<file path="config.mk">
export PLATFORM = sky130hd
export DESIGN_NAME = fext_addr_unit
export DESIGN_NICKNAME = d
export VERILOG_FILES = /design/src/rtl/fext_pkg.sv /design/src/rtl/fext_ea.sv /design/src/rtl/fext_fields.sv /design/src/rtl/fext_pc_next.sv /design/src/rtl/fext_addr_unit.sv
export SDC_FILE = /design/constraint.sdc
export NUM_CORES = 1
export LEC_CHECK = 0
export ABC_AREA = 1
export BUFFER_PORTS_ARGS = -buffer_cell sky130_fd_sc_hd__buf_4
export CAP_MARGIN = 25
export CORE_MARGIN = 4
export CORE_UTILIZATION = 45
export CTS_CLUSTER_DIAMETER = 30
export DETAILED_ROUTE_END_ITERATION = 6
export PLACE_DENSITY = 0.73
export RECOVER_POWER = 50
export SYNTH_ARGS = -nofsm -noshare
export SYNTH_HDL_FRONTEND = slang
export SYNTH_SLANG_ARGS = --single-unit
</file>
<file path="constraint.sdc">
create_clock -name clk -period 1.2 [get_ports clk]
set_input_delay 0.12 -clock clk [delete_from_list [all_inputs] [get_ports clk]]
set_output_delay 0.12 -clock clk [all_outputs]
set_load 0.02 [all_outputs]
</file>
<file path="src/rtl/fext_pkg.sv">
package fext_pkg;
  typedef enum logic {
    CYC_FETCH = 1'b0,
    CYC_DATA  = 1'b1
  } cyc_kind_e;
endpackage

</file>
<file path="src/rtl/fext_ea.sv">
module fext_ea #(
  parameter int PC_W  = 12,
  parameter int OFS_W = 7
) (
  input  logic [PC_W-1:0]  pc,
  input  logic [OFS_W-1:0] ofs,
  input  logic             cur_page,
  output logic [PC_W-1:0]  ea
);
  localparam int PG_W = PC_W - OFS_W;

  logic [PG_W-1:0] page_bits;

  always_comb begin
    page_bits = cur_page ? pc[PC_W-1:OFS_W] : '0;
    ea        = {page_bits, ofs};
  end
endmodule

</file>
<file path="src/rtl/fext_fields.sv">
module fext_fields #(
  parameter int FLD_W = 3
) (
  input  logic             clk,
  input  logic             rst,
  input  logic             step,
  input  logic             jump,
  input  logic             if_load,
  input  logic [FLD_W-1:0] if_val,
  input  logic             df_load,
  input  logic [FLD_W-1:0] df_val,
  output logic [FLD_W-1:0] if_q,
  output logic [FLD_W-1:0] df_q
);
  logic [FLD_W-1:0] if_pend;

  always_ff @(posedge clk) begin
    if (rst) begin
      if_q    <= '0;
      if_pend <= '0;
      df_q    <= '0;
    end else if (step) begin
      if (jump)    if_q    <= if_pend;
      if (if_load) if_pend <= if_val;
      if (df_load) df_q    <= df_val;
    end
  end
endmodule

</file>
<file path="src/rtl/fext_pc_next.sv">
module fext_pc_next #(
  parameter int PC_W = 12
) (
  input  logic [PC_W-1:0] pc,
  input  logic [PC_W-1:0] ea,
  input  logic            jump,
  output logic [PC_W-1:0] npc
);
  localparam logic [PC_W-1:0] PC_ONE = {{(PC_W-1){1'b0}}, 1'b1};

  always_comb begin
    npc = jump ? ea : pc + PC_ONE;
  end
endmodule

</file>
<file path="src/rtl/fext_addr_unit.sv">
module fext_addr_unit #(
  parameter int PC_W  = 12,
  parameter int OFS_W = 7,
  parameter int FLD_W = 3
) (
  input  logic                  clk,
  input  logic                  rst,
  input  logic                  acc_en,
  input  logic                  acc_data,
  input  logic [PC_W-1:0]       pc_in,
  input  logic [OFS_W-1:0]      ofs,
  input  logic                  cur_page,
  input  logic                  jump_en,
  input  logic                  if_load,
  input  logic [FLD_W-1:0]      if_val,
  input  logic                  df_load,
  input  logic [FLD_W-1:0]      df_val,
  output logic [FLD_W+PC_W-1:0] phys_addr,
  output logic                  addr_valid,
  output logic [PC_W-1:0]       next_pc
);
  import fext_pkg::*;

  localparam int PA_W = FLD_W + PC_W;

  cyc_kind_e        kind;
  logic [PC_W-1:0]  ea;
  logic [PC_W-1:0]  npc_c;
  logic [FLD_W-1:0] if_q;
  logic [FLD_W-1:0] df_q;
  logic [PA_W-1:0]  phys_c;

  assign kind = cyc_kind_e'(acc_data);

  fext_ea #(.PC_W(PC_W), .OFS_W(OFS_W)) u_ea (
    .pc       (pc_in),
    .ofs      (ofs),
    .cur_page (cur_page),
    .ea       (ea)
  );

  fext_fields #(.FLD_W(FLD_W)) u_fields (
    .clk     (clk),
    .rst     (rst),
    .step    (acc_en),
    .jump    (jump_en),
    .if_load (if_load),
    .if_val  (if_val),
    .df_load (df_load),
    .df_val  (df_val),
    .if_q    (if_q),
    .df_q    (df_q)
  );

  fext_pc_next #(.PC_W(PC_W)) u_pc (
    .pc   (pc_in),
    .ea   (ea),
    .jump (jump_en),
    .npc  (npc_c)
  );

  always_comb begin
    if (kind == CYC_DATA) phys_c = {df_q, ea};
    else                  phys_c = {if_q, pc_in};
  end

  always_ff @(posedge clk) begin
    if (rst) begin
      phys_addr  <= '0;
      addr_valid <= 1'b0;
      next_pc    <= '0;
    end else begin
      addr_valid <= acc_en;
      if (acc_en) begin
        phys_addr <= phys_c;
        next_pc   <= npc_c;
      end
    end
  end
endmodule

</file>
-- Word-level counts from Yosys, hierarchy flattened
Index checks and enable logic that the tools add are counted.
- add/sub/neg operators: 1
- multiplexer cells: 3
- reductions and logical operators: 3
- operators by type and width (kind ; count):
    15-bit two-way mux ; 1
    12-bit by 1-bit adder with 12-bit output (second input constant) ; 1
    12-bit two-way mux ; 1
    2-bit AND reduction ; 3
    5-bit two-way mux ; 1
- register bits: 37
- bits of input ports: 33
- output and inout bits: 28
- logic and storage cells: 13

-- Logic depth before layout (Yosys ltp)
- word-level depth: 2
- gate-level depth with buffers: 8
- depth with buffers taken out: 8

-- Cells and area by module
A second synthesis with hierarchy kept.
- cells, all modules: 342
- area, all modules: 2093.3 um2
- by module, submodules not included (module ; times used ; cells an instance ; area each (um2) ; seq. area each (um2)):
    fext_addr_unit ; 1 ; 183 ; 1236.2 ; 560.5
    fext_pc_next ; 1 ; 84 ; 402.9 ; 0.0
    fext_fields ; 1 ; 58 ; 364.1 ; 180.2
    fext_ea ; 1 ; 17 ; 90.1 ; 0.0

-- Worst setup path after synthesis
No wires, ideal clock.
- kind: in2reg
- start point: in pc_in[0]
- end point: reg next_pc[6]
- setup time: 0.109 ns
- arrival time: 0.841 ns
- data required time: 1.091 ns
- slack: 0.250 ns
- cell stages on the path: 8
- buffers on the path: 0
- cell sequence: ha_1 nand2_1 nor2_4 nand2_1 a21oi_1 o21ai_0 nand2_1 inv_1
- longest elaborated chain between the ends: 2
- ends and longest elaborated chain (element ; line ; source):
    start: declaration ; fext_addr_unit.sv:10 ; input logic [PC_W-1:0] pc_in,
    12-bit by 1-bit adder with 12-bit output ; fext_pc_next.sv:12 ; npc = jump ? ea : pc + PC_ONE;
    12-bit two-way mux ; fext_pc_next.sv:12 ;
    end signal: assignment ; fext_addr_unit.sv:76 ; next_pc <= npc_c;
    end: declaration ; fext_addr_unit.sv:20 ; output logic [PC_W-1:0] next_pc
Every way passes these cells.
A chain may end at the register's enable or synchronous reset.

==> results_dict.tcl <==
set metrics [dict create \
    run_status "complete, no violations" \
    fin_crit_sh_pct 81.1 \
    hold-worst-slack_ps 73.1 \
    detail_route.wirelength_um 4280 \
    worst_vdd_ir_mv 0.758 \
    initial_utilization_pct 46.5 \
    report.final.setup_viol 0 \
    worst_path_dominant_cell_family "buffers and inverters" \
    crit_path_start_kind "input pin" \
    syn-num-nets 273 \
    critPathRequiredTime_ps 1430 \
    hold_viol 0 \
    crit_path_cell_trace "buf_4 > inv_1 > clkbuf_1 > a22o_1 > nor2_1 > nor2_1" \
    timing.final.crit_period_ps 973 \
    postRouteAntennaNets 0 \
    worst-setup-path-type "input pin to flop" \
    worst-slew-pin-transition_ps 625 \
    postCtsSetupBuffers 0 \
    grt_first_pass_wirelength_um 7160 \
    via_count_of_the_first_global_routing_pass 1563 \
    timing.critical_path.buf_inv 3 \
    clkSinkCount 37 \
    setup.reg_to_reg.worst_slack_ps 400 \
    hold_path_class "input pin to flop" \
    p_leak_nw 1.10 \
    most_common_cell_after_layout_fill_and_taps_aside "buf_4" \
    endpoint_kind "flop" \
    post_cts_resized 0 \
    die_area_mm2 0.00483 \
    cts_root_buffer "clkbuf_8" \
    netlist-cell-type-count 28 \
    pin_count_of_the_biggest_net_entering_global_routing 28 \
    numPortBuffers 60 \
    floorplan.die.height_um 69.5 \
    place.gp.congestion 0.803 \
    register_bit_count_reported_by_yosys 37 \
    numCtsBuffers 5 \
    final_std_cells_w_o_fill 350 \
    place_ws_ps 56.5 \
    worst_slew_margin_rel_pct 58.3 \
    globalRoute.totalOverflow 0 \
    layout.cells.most_common_list "buf_4 (62), nand2_1 (53), dfxtp_1 (37)" \
    worst_path_most_repeated_cell "nor2_1" \
    diodes 0 \
    num_vias 1760 \
    synthToLayoutAreaGrowth_pct 36.4 \
    yosysSeqAreaShare_pct 43.5 \
    post-route-worst-setup-slack_ps 227 \
    rows 22 \
    dpl.hpwl_um 3230 \
    critical_path_peak_fanout 13 \
    number_of_antenna_violations_at_the_first_check_in_global_routing 0 \
    syn-cell-area_mm2 0.00170 \
    powerDensity_mw_per_mm2 1300 \
    drc 0 \
    synth_warnings 0 \
    drt-initial-drc-count 124 \
    largest_stage_delay_on_the_critical_path_ps 490 \
    finalMaxSlewViolations 0 \
    number_of_cells_after_detailed_placement 342 \
    cts.path.max_buffers 2 \
    nets 335 \
    io_pins 61 \
    setup-tns-final_ps 0 \
    timing.max_cap.violations 0 \
    insertion_delay_ps 290 \
    crit_slowest_cell "clkbuf_1" \
    grt_setup_unrepaired "no" \
    cts_hold_buf 0 \
    cts_tree "done" \
    cts.reportedPaths.clkPinSlew_ps 70 \
    mean_number_of_vias_per_cell 5.03 \
    drive_gt1_share_pct 27.8 \
    htreeDepth 2 \
    fin_skew_ps 0.835 \
    timing.critical_path.arrival_ps 1200 \
    core_area_mm2 0.00366 \
    post_drt_wl_per_cell_um 12.2 \
    fmax_mhz 1030 \
    grt_util_all_layers_pct 18.2 \
    detailedRoute.firstPassIterationCount 4 \
    synthesis.instances 239 \
    width_of_the_chip_um 69.5 \
    syn_avg_cell_area_um2 7.13 \
]
-- report_power, final --
group / switching (mW) / total [mW] / internal (mW)
combinational: 0.316 / 0.559 / 0.243
clock: 0.438 / 1.11 / 0.675
sequential: 0.0398 / 1.35 / 1.31
-- logic make-up after synthesis --
logic type               share of synthesized area (%)
AO/OA/AOI/OAI                                     20.6
XOR/XNOR                                         0.514
adder cells (fa/ha/maj)                          0.735
buffers and inverters                             6.39
flip-flops                                        43.5
AND/OR/NAND/NOR                                   28.3
-- layout make-up --
type / count / area (um2)
Clock buffer: 6 / 82.6
Clock inverter: 2 / 37.5
Fill cell: 353 / 1340
Inverter: 16 / 60.1
Multi-Input combinational cell: 176 / 850
Sequential cell: 37 / 741
Tap cell: 48 / 60.1
Timing Repair Buffer: 65 / 493
-- synth_stat cells --
cell type,count,area share (%)
nand3b_1,1,0.44
clkinv_1,1,0.22
a221oi_1,1,0.51
nor2_2,3,1.1
a31oi_1,2,0.73
nand3_1,11,3.2
nand3_2,2,1.2
o221a_2,1,0.66
buf_6,1,0.66
ha_1,1,0.73
nor3_1,1,0.29
a21oi_1,31,9.1
buf_2,3,0.88
nor3_4,1,0.96
inv_2,3,0.66
nor2_4,2,1.3
o21ai_0,29,8.5
a22o_1,1,0.51
nand2_1,53,12
inv_1,12,2.6
dfxtp_1,37,43
buf_1,1,0.22
clkbuf_1,5,1.1
nor2_1,30,6.6
a21oi_2,1,0.51
nand4_1,2,0.73
nand2_2,2,0.73
xor2_1,1,0.51
-- state kept, by name (all words and copies together), names as in the netlist --
signal / count
u_fields.if_pend: 3
u_fields.if_q: 3
phys_addr: 15
u_fields.df_q: 3
addr_valid: 1
next_pc: 12
-- per-layer routing --
metal | global-route usage, % | up-vias | wire length (um)
li1 | - | 917 | -
met1 | 23.1 | 779 | 1870
met2 | 29.7 | 57 | 2020
met3 | 4.93 | 7 | 316
met4 | 6.51 | 0 | 70
met5 | 0 | - | 0
-- worst paths after layout --
path | start | end | depth (start not counted)
setup / recovery | acc_en | next_pc[5] | 6
hold / removal | if_val[1] | u_fields.if_pend[1] | 3
setup reg to reg | next_pc[3] | next_pc[3] | 3
hold reg to reg | next_pc[9] | next_pc[9] | 2
-- worst register-to-register path, delay by kind of cell (launching register included) --
family	cells	cell delay (ps)
flops	1	320
buf+inv	1	50
compound gates	2	330
-- through the flow --
stage          cell area (um2)  utilization [%]  power (mW)
2_1_floorplan             1700                -        1.68
3_3_place_gp              2210             60.5        1.94
3_5_place_dp              2210             60.5        1.95
4_1_cts                   2330             63.8        3.04
5_1_grt                   2320             63.5        3.15
6_report                  2320             63.5        3.02
Note: power is estimated with default switching activity, not from simulation.
